`config.mk`:
```
export PLATFORM = sky130hd
export DESIGN_NAME = casc_irq_ctrl
export DESIGN_NICKNAME = d
export VERILOG_FILES = /design/src/rtl/irq_pkg.sv /design/src/rtl/irq_pin_unit.sv /design/src/rtl/irq_main_unit.sv /design/src/rtl/irq_prio_enc.sv /design/src/rtl/casc_irq_ctrl.sv
export SDC_FILE = /design/constraint.sdc
export NUM_CORES = 1
export LEC_CHECK = 0
export ABC_AREA = 1
export ABC_CLOCK_PERIOD_IN_PS = 4100
export CELL_PAD_IN_SITES_DETAIL_PLACEMENT = 1
export CELL_PAD_IN_SITES_GLOBAL_PLACEMENT = 2
export CORE_ASPECT_RATIO = 0.75
export CORE_UTILIZATION = 36
export DETAILED_ROUTE_END_ITERATION = 8
export DONT_BUFFER_PORTS = 1
export PLACE_DENSITY_LB_ADDON = 0.1
export SLEW_MARGIN = 20
export SYNTH_ARGS = -nofsm -noshare
export SYNTH_HDL_FRONTEND = slang
export SYNTH_HIERARCHICAL = 1
export SYNTH_SLANG_ARGS = --single-unit
```
`constraint.sdc`:
```
create_clock -name clk -period 4.1 [get_ports clk]
set_input_delay 0.615 -clock clk [delete_from_list [all_inputs] [get_ports clk]]
set_output_delay 0.615 -clock clk [all_outputs]
set_load 0.01 [all_outputs]
```
`src/rtl/irq_pkg.sv`:
```
package irq_pkg;
    localparam int WORD_W      = 32;
    localparam int ADDR_W      = 8;
    localparam int IDX_W       = $clog2(WORD_W);
    localparam int GRP_W       = 2;
    localparam int SRC_W       = GRP_W + IDX_W;
    localparam int PIN_GROUPS  = 4;
    localparam int SUM_LSB     = 24;
    localparam int SEL_FLAG    = 30;

    localparam logic [ADDR_W-1:0] A_CAUSE_LO = 8'h04;
    localparam logic [ADDR_W-1:0] A_CAUSE_HI = 8'h0C;
    localparam logic [ADDR_W-1:0] A_MASK_LO  = 8'h14;
    localparam logic [ADDR_W-1:0] A_MASK_HI  = 8'h1C;
    localparam logic [ADDR_W-1:0] A_SELECT   = 8'h24;
    localparam logic [ADDR_W-1:0] A_PIN_CAUSE = 8'h88;
    localparam logic [ADDR_W-1:0] A_PIN_MASK  = 8'h8C;

    localparam logic [WORD_W-1:0] SUM_FIELD   = {{(WORD_W-PIN_GROUPS){1'b0}}, {PIN_GROUPS{1'b1}}} << SUM_LSB;
    localparam logic [WORD_W-1:0] MASK_HI_RST = SUM_FIELD;

    typedef enum logic [GRP_W-1:0] {
        GRP_LOW  = 2'd0,
        GRP_HIGH = 2'd1,
        GRP_PIN  = 2'd2
    } grp_e;

    typedef struct packed {
        grp_e             grp;
        logic [IDX_W-1:0] idx;
    } src_id_t;

    // index of the highest set bit, zero for an empty word
    function automatic logic [IDX_W-1:0] top_bit(input logic [WORD_W-1:0] v);
        logic [IDX_W-1:0] r;
        r = '0;
        for (int i = 0; i < WORD_W; i++) begin
            if (v[i]) r = i[IDX_W-1:0];
        end
        return r;
    endfunction
endpackage

```
`src/rtl/irq_pin_unit.sv`:
```
module irq_pin_unit
    import irq_pkg::*;
#(
    parameter int PINS   = WORD_W,
    parameter int GROUPS = PIN_GROUPS
) (
    input  logic              clk,
    input  logic              rst,
    input  logic [PINS-1:0]   pin,
    input  logic              cause_we,
    input  logic              mask_we,
    input  logic [PINS-1:0]   wdata,
    output logic [PINS-1:0]   cause,
    output logic [PINS-1:0]   mask,
    output logic [PINS-1:0]   pend,
    output logic [GROUPS-1:0] summary
);
    localparam int PER = PINS / GROUPS;

    logic [PINS-1:0] pin_q;
    logic [PINS-1:0] rise;
    logic [PINS-1:0] cause_kept;

    assign rise       = pin & ~pin_q;
    assign cause_kept = cause_we ? (cause & wdata) : cause;
    assign pend       = cause & mask;

    always_ff @(posedge clk) begin
        if (rst) begin
            pin_q <= '0;
            cause <= '0;
            mask  <= '0;
        end else begin
            pin_q <= pin;
            cause <= cause_kept | rise;
            if (mask_we) mask <= wdata;
        end
    end

    for (genvar g = 0; g < GROUPS; g++) begin : g_sum
        assign summary[g] = |pend[g*PER +: PER];
    end
endmodule

```
`src/rtl/irq_main_unit.sv`:
```
module irq_main_unit
    import irq_pkg::*;
(
    input  logic                  clk,
    input  logic                  rst,
    input  logic [2*WORD_W-1:0]   irq_main,
    input  logic [PIN_GROUPS-1:0] pin_sum,
    input  logic                  mask_lo_we,
    input  logic                  mask_hi_we,
    input  logic [WORD_W-1:0]     wdata,
    output logic [WORD_W-1:0]     cause_lo,
    output logic [WORD_W-1:0]     cause_hi,
    output logic [WORD_W-1:0]     mask_lo,
    output logic [WORD_W-1:0]     mask_hi,
    output logic [WORD_W-1:0]     pend_lo,
    output logic [WORD_W-1:0]     pend_hi,
    output logic [WORD_W-1:0]     sel_word,
    output logic                  irq
);
    logic [WORD_W-1:0] hi_raw;
    logic [WORD_W-1:0] sum_word;

    assign hi_raw   = irq_main[2*WORD_W-1:WORD_W];
    assign sum_word = {{(WORD_W-PIN_GROUPS){1'b0}}, pin_sum} << SUM_LSB;
    assign cause_lo = irq_main[WORD_W-1:0];
    assign cause_hi = (hi_raw & ~SUM_FIELD) | sum_word;
    assign pend_lo  = cause_lo & mask_lo;
    assign pend_hi  = cause_hi & mask_hi;

    always_ff @(posedge clk) begin
        if (rst) begin
            mask_lo <= '0;
            mask_hi <= MASK_HI_RST;
        end else begin
            if (mask_lo_we) mask_lo <= wdata;
            if (mask_hi_we) mask_hi <= wdata;
        end
    end

    always_comb begin
        sel_word = '0;
        if (|pend_lo) begin
            sel_word           = pend_lo;
            sel_word[SEL_FLAG] = 1'b0;
        end else if (|pend_hi) begin
            sel_word           = pend_hi;
            sel_word[SEL_FLAG] = 1'b1;
        end
    end

    assign irq = (|pend_lo) | (|pend_hi);
endmodule

```
`src/rtl/irq_prio_enc.sv`:
```
module irq_prio_enc
    import irq_pkg::*;
(
    input  logic [WORD_W-1:0] pend_lo,
    input  logic [WORD_W-1:0] pend_hi,
    input  logic [WORD_W-1:0] pend_pin,
    output logic              valid,
    output src_id_t           id
);
    always_comb begin
        valid  = 1'b1;
        id.grp = GRP_LOW;
        id.idx = '0;
        if (|pend_lo) begin
            id.grp = GRP_LOW;
            id.idx = top_bit(pend_lo);
        end else if (|(pend_hi & SUM_FIELD)) begin
            id.grp = GRP_PIN;
            id.idx = top_bit(pend_pin);
        end else if (|pend_hi) begin
            id.grp = GRP_HIGH;
            id.idx = top_bit(pend_hi);
        end else begin
            valid = 1'b0;
        end
    end
endmodule

```
`src/rtl/casc_irq_ctrl.sv`:
```
module casc_irq_ctrl
    import irq_pkg::*;
(
    input  logic                clk,
    input  logic                rst,
    input  logic                bus_wr,
    input  logic [ADDR_W-1:0]   bus_addr,
    input  logic [WORD_W-1:0]   bus_wdata,
    output logic [WORD_W-1:0]   bus_rdata,
    input  logic [2*WORD_W-1:0] irq_main,
    input  logic [WORD_W-1:0]   gpp_pin,
    output logic                cpu_irq,
    output logic                src_valid,
    output logic [SRC_W-1:0]    src_id
);
    logic [WORD_W-1:0]     gpp_cause, gpp_mask, gpp_pend;
    logic [PIN_GROUPS-1:0] gpp_sum;
    logic [WORD_W-1:0]     cause_lo, cause_hi, mask_lo, mask_hi;
    logic [WORD_W-1:0]     pend_lo, pend_hi, sel_word;
    src_id_t               enc_id;

    logic we_pin_cause, we_pin_mask, we_mask_lo, we_mask_hi;
    assign we_pin_cause = bus_wr && (bus_addr == A_PIN_CAUSE);
    assign we_pin_mask  = bus_wr && (bus_addr == A_PIN_MASK);
    assign we_mask_lo   = bus_wr && (bus_addr == A_MASK_LO);
    assign we_mask_hi   = bus_wr && (bus_addr == A_MASK_HI);

    irq_pin_unit #(.PINS(WORD_W), .GROUPS(PIN_GROUPS)) u_pin (
        .clk      (clk),
        .rst      (rst),
        .pin      (gpp_pin),
        .cause_we (we_pin_cause),
        .mask_we  (we_pin_mask),
        .wdata    (bus_wdata),
        .cause    (gpp_cause),
        .mask     (gpp_mask),
        .pend     (gpp_pend),
        .summary  (gpp_sum)
    );

    irq_main_unit u_main (
        .clk        (clk),
        .rst        (rst),
        .irq_main   (irq_main),
        .pin_sum    (gpp_sum),
        .mask_lo_we (we_mask_lo),
        .mask_hi_we (we_mask_hi),
        .wdata      (bus_wdata),
        .cause_lo   (cause_lo),
        .cause_hi   (cause_hi),
        .mask_lo    (mask_lo),
        .mask_hi    (mask_hi),
        .pend_lo    (pend_lo),
        .pend_hi    (pend_hi),
        .sel_word   (sel_word),
        .irq        (cpu_irq)
    );

    irq_prio_enc u_enc (
        .pend_lo  (pend_lo),
        .pend_hi  (pend_hi),
        .pend_pin (gpp_pend),
        .valid    (src_valid),
        .id       (enc_id)
    );

    assign src_id = enc_id;

    always_comb begin
        unique case (bus_addr)
            A_CAUSE_LO:  bus_rdata = cause_lo;
            A_CAUSE_HI:  bus_rdata = cause_hi;
            A_MASK_LO:   bus_rdata = mask_lo;
            A_MASK_HI:   bus_rdata = mask_hi;
            A_SELECT:    bus_rdata = sel_word;
            A_PIN_CAUSE: bus_rdata = gpp_cause;
            A_PIN_MASK:  bus_rdata = gpp_mask;
            default:     bus_rdata = '0;
        endcase
    end
endmodule

```
# Word-level counts from Yosys, hierarchy flattened
# Cells that the tools add are included.
[classes] n_eq_ne=7 bitwise_logic=9 reduce_logical=11 mux=103
[op_table] operator="two-way mux 5 bit" count=48
[op_table] operator="one-hot mux 32 bit (7 select lines)" count=1
[op_table] operator="AND 32 bit" count=5
[op_table] operator="two-way mux 32 bit" count=3
[op_table] operator="two-way mux 4 bit" count=24
[op_table] operator="OR reduction 32 bit" count=2
[op_table] operator="two-way mux 3 bit" count=12
[op_table] operator="NOT 32 bit" count=1
[op_table] operator="bitwise OR 32 x 28 -> 32 bit" count=1
[op_table] operator="bitwise OR 32 bit" count=1
[op_table] operator="OR reduction 8 bit" count=4
[op_table] operator="== test 8 x 5 -> 1 bit (second input constant)" count=2
[op_table] operator="== test 8 bit (second input constant)" count=2
[op_table] operator="two-way mux 7 bit" count=2
[op_table] operator="two-way mux 2 bit" count=6
[op_table] operator="== test 8 x 3 -> 1 bit (second input constant)" count=1
[op_table] operator="== test 8 x 4 -> 1 bit (second input constant)" count=1
[op_table] operator="== test 8 x 6 -> 1 bit (second input constant)" count=1
[op_table] operator="two-way mux 1 bit" count=6
[op_table] operator="two-way mux 6 bit" count=1
[op_table] operator="logical AND 1 bit" count=4
[op_table] operator="OR reduction 4 bit" count=1
[op_table] operator="bitwise OR 1 bit" count=1
[word_totals] reg_bits=160 wordCells=135

# Logic depth before layout (Yosys ltp)
# Gate-level depths: netlist of run 1.
[depth] ltp_word=38 ltp_mapped=35 ltp_nobuf=35

# Cells and area by module
# The synthesis of run 1 kept the hierarchy.
[modules_own_cells] mod="irq_pin_unit" seq_area_each_um2=1921.8 n_inst=1 cells_each=529 area_per_inst_um2=4025.1
[modules_own_cells] mod="irq_main_unit" seq_area_each_um2=1281.2 n_inst=1 cells_each=602 area_per_inst_um2=4002.6
[modules_own_cells] mod="casc_irq_ctrl" seq_area_each_um2=0.0 n_inst=1 cells_each=525 area_per_inst_um2=2331.0
[modules_own_cells] mod="irq_prio_enc" seq_area_each_um2=0.0 n_inst=1 cells_each=318 area_per_inst_um2=1280.0

# Least setup slack after synthesis of run 1
# Ideal clock, no wire load.
[synth_timing] path_kind="input-to-output" start="input port irq_main[34]" end="output port src_id[0]" t_required_ns=3.485 n_path_buf=0 setup_slack_ns=1.293 stages=33 arrival_time_ns=2.192 cell_sequence="nand2_1 > inv_1 > inv_2 > nand2_1 > nand2_1 > nand2_1 > nand2_1 > nand2_1 > nand2_1 > nand2_1 > nand2_1 > nand2_1 > nand2_1 > nand2_1 > nand2_1 > nand2_1 > nand2_1 > nand2_1 > nand2_1 > nand2_1 > nand2_1 > nand2_1 > nand2_1 > nand2_1 > nand2_1 > nand2_1 > nand2_1 > nand2_1 > nand2_1 > nand2_1 > nand2_1 > a21oi_1 > a21oi_2"
[synth_via] elab_chain_cells=35 elab_cells_between_ends=36 cone_classes="mux: 33; bitwise: 2; reduce/logical: 1"
[synth_lines] element="from (decl)" line_no="casc_irq_ctrl.sv:10" rtl="input logic [2*WORD_W-1:0] irq_main,"
[synth_lines] element="bitwise OR 32 x 28 -> 32 bit *" line_no="irq_main_unit.sv:26" rtl="assign cause_hi = (hi_raw & ~SUM_FIELD) | sum_word;"
[synth_lines] element="AND 32 bit *" line_no="irq_main_unit.sv:28" rtl="assign pend_hi = cause_hi & mask_hi;"
[synth_lines] element="net pend_hi[2]" line_no="casc_irq_ctrl.sv:19" rtl="logic [WORD_W-1:0] pend_lo, pend_hi, sel_word;"
[synth_lines] element="two-way mux 2 bit (2 in a row)" line_no="irq_pkg.sv:38" rtl="if (v[i]) r = i[IDX_W-1:0];"
[synth_lines] element="two-way mux 3 bit (4 in a row)" line_no="irq_pkg.sv:38"
[synth_lines] element="two-way mux 4 bit (8 in a row)" line_no="irq_pkg.sv:38"
[synth_lines] element="two-way mux 5 bit (16 in a row)" line_no="irq_pkg.sv:38"
[synth_lines] element="two-way mux 6 bit *" line_no="irq_prio_enc.sv:20" rtl="end else if (|pend_hi) begin"
[synth_lines] element="two-way mux 7 bit *" line_no="irq_prio_enc.sv:17" rtl="end else if (|(pend_hi & SUM_FIELD)) begin"
[synth_lines] element="two-way mux 7 bit *" line_no="irq_prio_enc.sv:14" rtl="if (|pend_lo) begin"
[synth_lines] element="to (decl)" line_no="casc_irq_ctrl.sv:14" rtl="output logic [SRC_W-1:0] src_id"
# The timed path passes the listed nets; every way through them passes the cells marked *.

# Worst setup path in the final report of run 1
[layout_timing] start="register u_main.mask_lo[3]" end="output port src_id[3]"
[layout_via] elab_chain_cells=3
[layout_lines] element="from (decl)" line_no="irq_main_unit.sv:13" rtl="output logic [WORD_W-1:0] mask_lo,"
[layout_lines] element="from (signal assigned)" line_no="irq_main_unit.sv:35" rtl="if (mask_lo_we) mask_lo <= wdata;"
[layout_lines] element="AND 32 bit" line_no="irq_main_unit.sv:27" rtl="assign pend_lo = cause_lo & mask_lo;"
[layout_lines] element="net pend_lo[3]" line_no="casc_irq_ctrl.sv:19"
[layout_lines] element="OR reduction 32 bit" line_no="irq_prio_enc.sv:14"
[layout_lines] element="two-way mux 7 bit" line_no="irq_prio_enc.sv:14"
# The timed path passes the listed nets, and every way through them passes these cells.

==> impl_metrics.csv, run 1 <==
group,metric,value,unit
outcome,status,"finished, final reports clean",
min_path,hold_path_class,"primary input to flip-flop",
cts,clk_latency,0.45,ns
critical_path,crit_type,"flip-flop to output port",
critical_path,r2r-start,"u_main/mask_hi[14]$_SDFFE_PP0P_",
die,initial_utilization,0.369,
routing,viasPerCell,4.97,
final_layout,post_route_cells_drive_above_1_share,0.0905,
grt,antenna_found_initial,1,
cts,htreeDepth,4,
placed_design,dp_slack,0.690,ns
sta,worst_pin_slew,0.937,ns
synthesis,yosysWarnings,6,
routing,drt_wl_total,44200,µm
placed_design,gp_congestion,0.894,
grt,grt_pass1_wl,67400,µm
critical_path,r2r_cells,2,
grt,grtUsageMet1,0.429,
sta,final.setup_skew,0.00665,ns
cts,cts-root-buf,"clkbuf_16",
sta,finalCritPeriodShare,0.879,
sta,final.min_clock_period,3.61,ns
critical_path,cp-start-kind,"flip-flop",
die,dieArea,0.0330,mm²
sta,tns,0,ns
final_layout,fin_area,0.0119,mm²
critical_path,cpLargestDelayFamily,"simple AND/OR/NAND/NOR gates",
placed_design,place_area,0.0112,mm²
run,cap_violations,0,
sta,max_freq,277,MHz
grt,grt_max_degree,68,
critical_path,crit_buf_inv,1,
cts,clock_path_buffers,2,
grt,overflow,0,
cts,clk_pin_slew_worst_paths,0.08,ns
pwr,total_power,3.61,mW
final_layout,fin_cells,2284,
sta,maxSlewViolCount,0,
die,die_x,210,µm
grt,grt-busiest-layer,"met1",
routing,dr.first_iter.drc_count,752,
critical_path,slowest_stage,"nor3_1",
critical_path,crit_fanout,4,
die,fp.dieH,158,µm
final_layout,area_growth_syn_to_layout,2.06,%
critical_path,cp.arrival,2.99,ns
grt,grtUsageMet3,0.0421,
die,row_count,56,
final_layout,antenna_cells,0,
placed_design,dpl.hpwl,33900,µm
cts,cts_hold_buffers,0,
sta,holdWs,0.234,ns
routing,route.detailed.drc,0,
pwr,power.density,304,mW/mm²
synthesis,synthesis.nets,2112,
grt,grt_pass1_vias,10900,
grt,met2_usage,0.380,
final_layout,layout.nets,2004,
cts,tritoncts,"built",
critical_path,worstPathCellList,"nand2_2 > inv_1 > or2_1 > nor3_1 > nand4_1 > nor3_1 > o21ai_1 > o2111ai_1",
pwr,ir_worst_vdd,0.280,mV
cts,postCtsResizedCells,0,
synthesis,synth_area,0.0116,mm²
final_layout,fin_util,0.377,
routing,dr_total_vias,11400,
cts,cts.sinks,160,
critical_path,critical_path.startpoint,"u_main/mask_lo[3]$_SDFFE_PP0P_",
critical_path,cp.depth,8,
sta,hold_viol,0,
critical_path,worstSetupEndpointType,"output port",
placed_design,port_buffers,0,
critical_path,rr_endpoint,"u_main/mask_hi[14]$_SDFFE_PP0P_",
cts,numCtsBuffers,17,
die,design.core.area,0.0315,mm²
placed_design,place_inst,2252,
sta,setup_viol,0,
die,io_pins,180,
routing,final_antenna_net_count,0,
routing,drtPass1Iterations,7,
critical_path,cpPeakStageDelay,0.66,ns
sta,fin_ws,0.494,ns
pwr,static-leakage-power,7.06,nW
critical_path,cp-endpoint,"src_id[3]",
sta,slew_headroom,0.376,
synthesis,avgSynthCellArea,5.90,µm²
synthesis,netlist_instances,1973,
routing,wire_per_inst,19.4,µm
grt,grtUsageTotal,0.273,
sta,rsz0062_at_grt,"no",
critical_path,path_common_cell,"nor3_1",
cts,post_cts_buffers,0,
critical_path,cp.required,3.48,ns
critical_path,r2r_slack,3.34,ns
where the power goes:
part           total, mW  internal (mW)  switching [mW]
logic              0.219         0.0625           0.157
registers           1.63           1.60          0.0300
clock network       1.76          0.952           0.810
total               3.61           2.62           0.996
worst min-delay path by stage:
stage	startpoint	to	cells after the start
floorplan	u_pin/pin_q[0]$_SDFF_PP0_	u_pin/cause[0]$_SDFF_PP0_	3
global placement	u_pin/pin_q[29]$_SDFF_PP0_	u_pin/cause[29]$_SDFF_PP0_	3
detailed placement	u_pin/pin_q[17]$_SDFF_PP0_	u_pin/cause[17]$_SDFF_PP0_	3
CTS	rst	u_pin/pin_q[27]$_SDFF_PP0_	1
global route	rst	u_pin/pin_q[26]$_SDFF_PP0_	1
finish	rst	u_pin/pin_q[25]$_SDFF_PP0_	1
cell type report:
type                            instances  area [µm²]
Fill cell                            4325       19700
Multi-Input combinational cell       1328        6080
Sequential cell                       160        3200
Inverter                              334        1270
Tap cell                              406         508
Clock buffer                           18         439
Timing Repair Buffer                   24         193
Clock inverter                         14         190
routing by layer:
layer	up-vias	wire length, µm
met4	0	621
met1	5325	23800
met5	-	0
met3	36	2510
li1	5699	-
met2	294	17300
sequential cells by signal (all words and copies together), names as in the netlist:
name            count
u_pin/mask         32
u_pin/cause        32
u_main/mask_lo     32
u_main/mask_hi     32
u_pin/pin_q        32
cell usage in the layout, fill, tap and decap left out:
master / count
clkinv_4: 2
nor2_1: 285
clkbuf_16: 17
o2111ai_1: 1
bufinv_16: 2
nand2_4: 1
a21oi_1: 37
a21oi_2: 1
nor3_1: 4
o21ai_1: 15
inv_1: 315
a31oi_1: 4
nor2_8: 2
dfxtp_1: 160
nand3_2: 30
clkinv_1: 2
nand4_1: 6
inv_6: 4
nor4_1: 3
inv_2: 16
o21bai_1: 2
buf_12: 1
or2_1: 2
nand2_1: 550
nand2_2: 19
nand3_1: 241
inv_8: 4
nor2_2: 9
buf_4: 23
nor2_4: 35
clkinv_8: 3
o21ai_0: 80
o31ai_1: 1
clkbuf_8: 1
Power figures use the tool's default switching activity.
==> inputs of run 2 (changes only) <==
--- a/config.mk
+++ b/config.mk
@@ -5,12 +5,12 @@
 export SDC_FILE = /design/constraint.sdc
 export NUM_CORES = 1
 export LEC_CHECK = 0
-export ABC_AREA = 1
+export ABC_AREA = 0
 export ABC_CLOCK_PERIOD_IN_PS = 4100
 export CELL_PAD_IN_SITES_DETAIL_PLACEMENT = 1
 export CELL_PAD_IN_SITES_GLOBAL_PLACEMENT = 2
 export CORE_ASPECT_RATIO = 0.75
-export CORE_UTILIZATION = 36
+export CORE_UTILIZATION = 41
 export DETAILED_ROUTE_END_ITERATION = 8
 export DONT_BUFFER_PORTS = 1
 export PLACE_DENSITY_LB_ADDON = 0.1
==> run 2 against run 1 <==
Compared with the run above: the run now ends with negative setup slack left; worst hold slack gained 0.0024 ns; cell count shrank 30%; die area shrank 18%; utilization grew 7.0 points; sequential power is essentially flat; synthesized cell count shrank 32%; routed wire length shrank 5.4%; critical path depth grew 4; via count shrank 14%; flip-flop and latch count is the same; final area shrank 2.4%; critical endpoint is now bus_rdata[26]; largest cell class unchanged.
==> impl_metrics.csv, run 2 <==
group,metric,value,unit
sta,worst_pin_slew,1.05,ns
final_layout,antenna_cells,0,
sta,maxSlewViolCount,0,
die,fp.dieH,143,µm
sta,setup_viol,27,
run,cap_violations,0,
cts,cts-root-buf,"clkbuf_16",
final_layout,post_route_cells_drive_above_1_share,0.166,
synthesis,synthTopCellsByArea,"dfxtp_1 29%, mux2i_1 12%, and3b_1 6.4%",
routing,dr.first_iter.drc_count,757,
synthesis,synthesis.nets,1484,
die,io_pins,180,
pwr,power.density,296,mW/mm²
final_layout,layout_commonest_cell,"dfxtp_1",
die,dieArea,0.0272,mm²
cts,cts.sinks,160,
die,design.core.area,0.0260,mm²
critical_path,r2r-start,"u_main/mask_hi[27]$_SDFFE_PP1P_",
critical_path,cp.depth,12,
final_layout,layout.nets,1391,
synthesis,ys_types,64,
critical_path,cp.arrival,3.60,ns
cts,tritoncts,"built",
grt,grt_pass1_wl,61200,µm
die,die_x,190,µm
critical_path,crit_buf_inv,2,
critical_path,crit_fanout,5,
critical_path,worstPathCellList,"and2_4 > or4_1 > or4_4 > nand2_4 > nand4_1 > or4_4 > o211ai_4 > buf_4 > clkbuf_16 > o21ai_2 > nand4_1 > nand4_1",
critical_path,cp-endpoint,"bus_rdata[26]",
outcome,violations,"negative setup slack",
synthesis,synth_edf_count,0,
routing,wire_per_inst,26.0,µm
outcome,status,"finished with violations",
routing,drt_wl_total,41800,µm
sta,hold_viol,0,
synthesis,synth_compound_area_frac,0.152,
synthesis,yosys.area_share.simple,0.306,
pwr,static-leakage-power,4.99,nW
synthesis,synthArstFlopShare,0,
critical_path,path_common_cell,"nand4_1",
critical_path,cpPeakStageDelay,0.51,ns
grt,grtUsageTotal,0.307,
grt,grt_pass1_vias,9572,
min_path,hold_path_class,"primary input to flip-flop",
final_layout,area_growth_syn_to_layout,6.64,%
sta,rsz0062_at_grt,"yes",
critical_path,rr_endpoint,"u_main/mask_hi[27]$_SDFFE_PP1P_",
placed_design,gp_congestion,0.946,
sta,holdWs,0.237,ns
critical_path,crit_type,"flip-flop to output port",
sta,fin_ws,-0.113,ns
grt,grt_max_degree,161,
critical_path,slowest_stage,"or4_1",
synthesis,synthTopCellsByCount,"160 x dfxtp_1, 132 x nor2_1, 126 x mux2i_1, 83 x inv_1, 80 x and3b_1",
pwr,ir_worst_vdd,0.275,mV
pwr,total_power,3.43,mW
sta,slew_headroom,0.294,
routing,viasPerCell,6.04,
synthesis,synth_xor_area_frac,0,
sta,final.min_clock_period,4.21,ns
die,initial_utilization,0.419,
grt,antenna_found_initial,3,
routing,drtPass1Iterations,5,
synthesis,yosys_most_used_dff,"dfxtp_1",
synthesis,synth_fa_ha_area_frac,0,
cts,numCtsBuffers,17,
synthesis,synth_area,0.0109,mm²
synthesis,avgSynthCellArea,8.08,µm²
die,row_count,51,
synthesis,yosysWarnings,6,
final_layout,final_cell_mix,"150 x dfxtp_1, 131 x nor2_1, 126 x mux2i_1",
cts,cts_hold_buffers,0,
routing,dr_total_vias,9724,
critical_path,cp.required,3.48,ns
critical_path,cpLargestDelayFamily,"simple AND/OR/NAND/NOR gates",
synthesis,yosysSeqAreaShare,0.295,
sta,finalCritPeriodShare,1.03,
synthesis,synth_top_area_frac,0.295,
critical_path,critical_path.startpoint,"u_pin/cause[24]$_SDFF_PP0_",
synthesis,muxShareOfSynthArea,0.139,
sta,tns,-1.66,ns
cts,htreeDepth,4,
cts,clock_path_buffers,2,
sta,final.setup_skew,0.00835,ns
grt,overflow,0,
placed_design,dpl.hpwl,30500,µm
cts,clk_pin_slew_worst_paths,0.07,ns
placed_design,port_buffers,0,
synthesis,ys_ff_latch,160,
critical_path,r2r_cells,2,
critical_path,cp-start-kind,"flip-flop",
final_layout,fillers,3112,
routing,final_antenna_net_count,0,
critical_path,worstSetupEndpointType,"output port",
sta,max_freq,237,MHz
cts,clk_latency,0.44,ns
critical_path,r2r_slack,3.26,ns
routing,route.detailed.drc,0,
synthesis,synth_top_family_by_area,"simple AND/OR/NAND/NOR gates",
synthesis,yosys.cell_count.top_type,"dfxtp_1",
synthesis,yosysTopAreaCell,"dfxtp_1",
synthesis,netlist_instances,1345,
-- run 2: what timing repair did --
item	CTS	global route
gates resized for setup	39	16
endpoints found under the setup margin	36	36
pin swaps	38	18
cloned	1	1
setup buffers	8	6
-- run 2: how the worst min path moves through the flow --
| stage | to | cells after the start | slack (ns) | start |
|---|---|---|---|---|
| final | u_pin/pin_q[3]$_SDFF_PP0_ | 1 | 0.24 | rst |
| after floorplan | u_pin/cause[0]$_SDFF_PP0_ | 2 | 0.46 | u_pin/cause[0]$_SDFF_PP0_ |
| after CTS | u_pin/cause[2]$_SDFF_PP0_ | 1 | 0.23 | rst |
| after global placement | u_pin/cause[6]$_SDFF_PP0_ | 2 | 0.46 | u_pin/pin_q[6]$_SDFF_PP0_ |
| after global routing | u_pin/mask[16]$_SDFFE_PP0P_ | 1 | 0.22 | rst |
| after detailed placement | u_pin/cause[17]$_SDFF_PP0_ | 2 | 0.47 | u_pin/pin_q[17]$_SDFF_PP0_ |
-- run 2: area by class of cell --
type	instances	area, µm²	share of cell area
Clock buffer	20	447	0.0385
Tap cell	344	430	0.0371
Sequential cell	160	3220	0.277
Clock inverter	12	124	0.0107
Timing Repair Buffer	39	388	0.0335
Inverter	85	322	0.0277
Multi-Input combinational cell	949	6670	0.575
-- run 2: logic make-up after synthesis --
kind of cell	Yosys count
simple gates	568
flops	160
buf+inv	236
mux	148
compound gates	233
-- run 2: routing by layer --
metal  track usage  wire [µm]
met4        0.0675        635
met1         0.437      20000
met5             0          0
met3         0.102       3980
met2         0.443      17200
-- run 2: per-stage QoR --
stage / setup slack [ns] / cells / utilization / cell area (µm²)
after floorplan: 0.387 / 1345 / - / 10900
after global placement: 0.0819 / 1562 / 0.413 / 10700
after detailed placement: 0.0464 / 1562 / 0.413 / 10700
after CTS: -0.0810 / 1603 / 0.443 / 11500
after global routing: -0.186 / 1609 / 0.446 / 11600
final: -0.113 / 1609 / 0.446 / 11600
-- run 2: power by group --
| group | internal (mW) | total, mW | switching (mW) | leakage (nW) |
|---|---|---|---|---|
| sequential | 1.60 | 1.62 | 0.0212 | 1.31 |
| combinational | 0.0977 | 0.206 | 0.109 | 3.41 |
| clock | 0.869 | 1.61 | 0.741 | 0.272 |
| total | 2.56 | 3.43 | 0.871 | 4.99 |
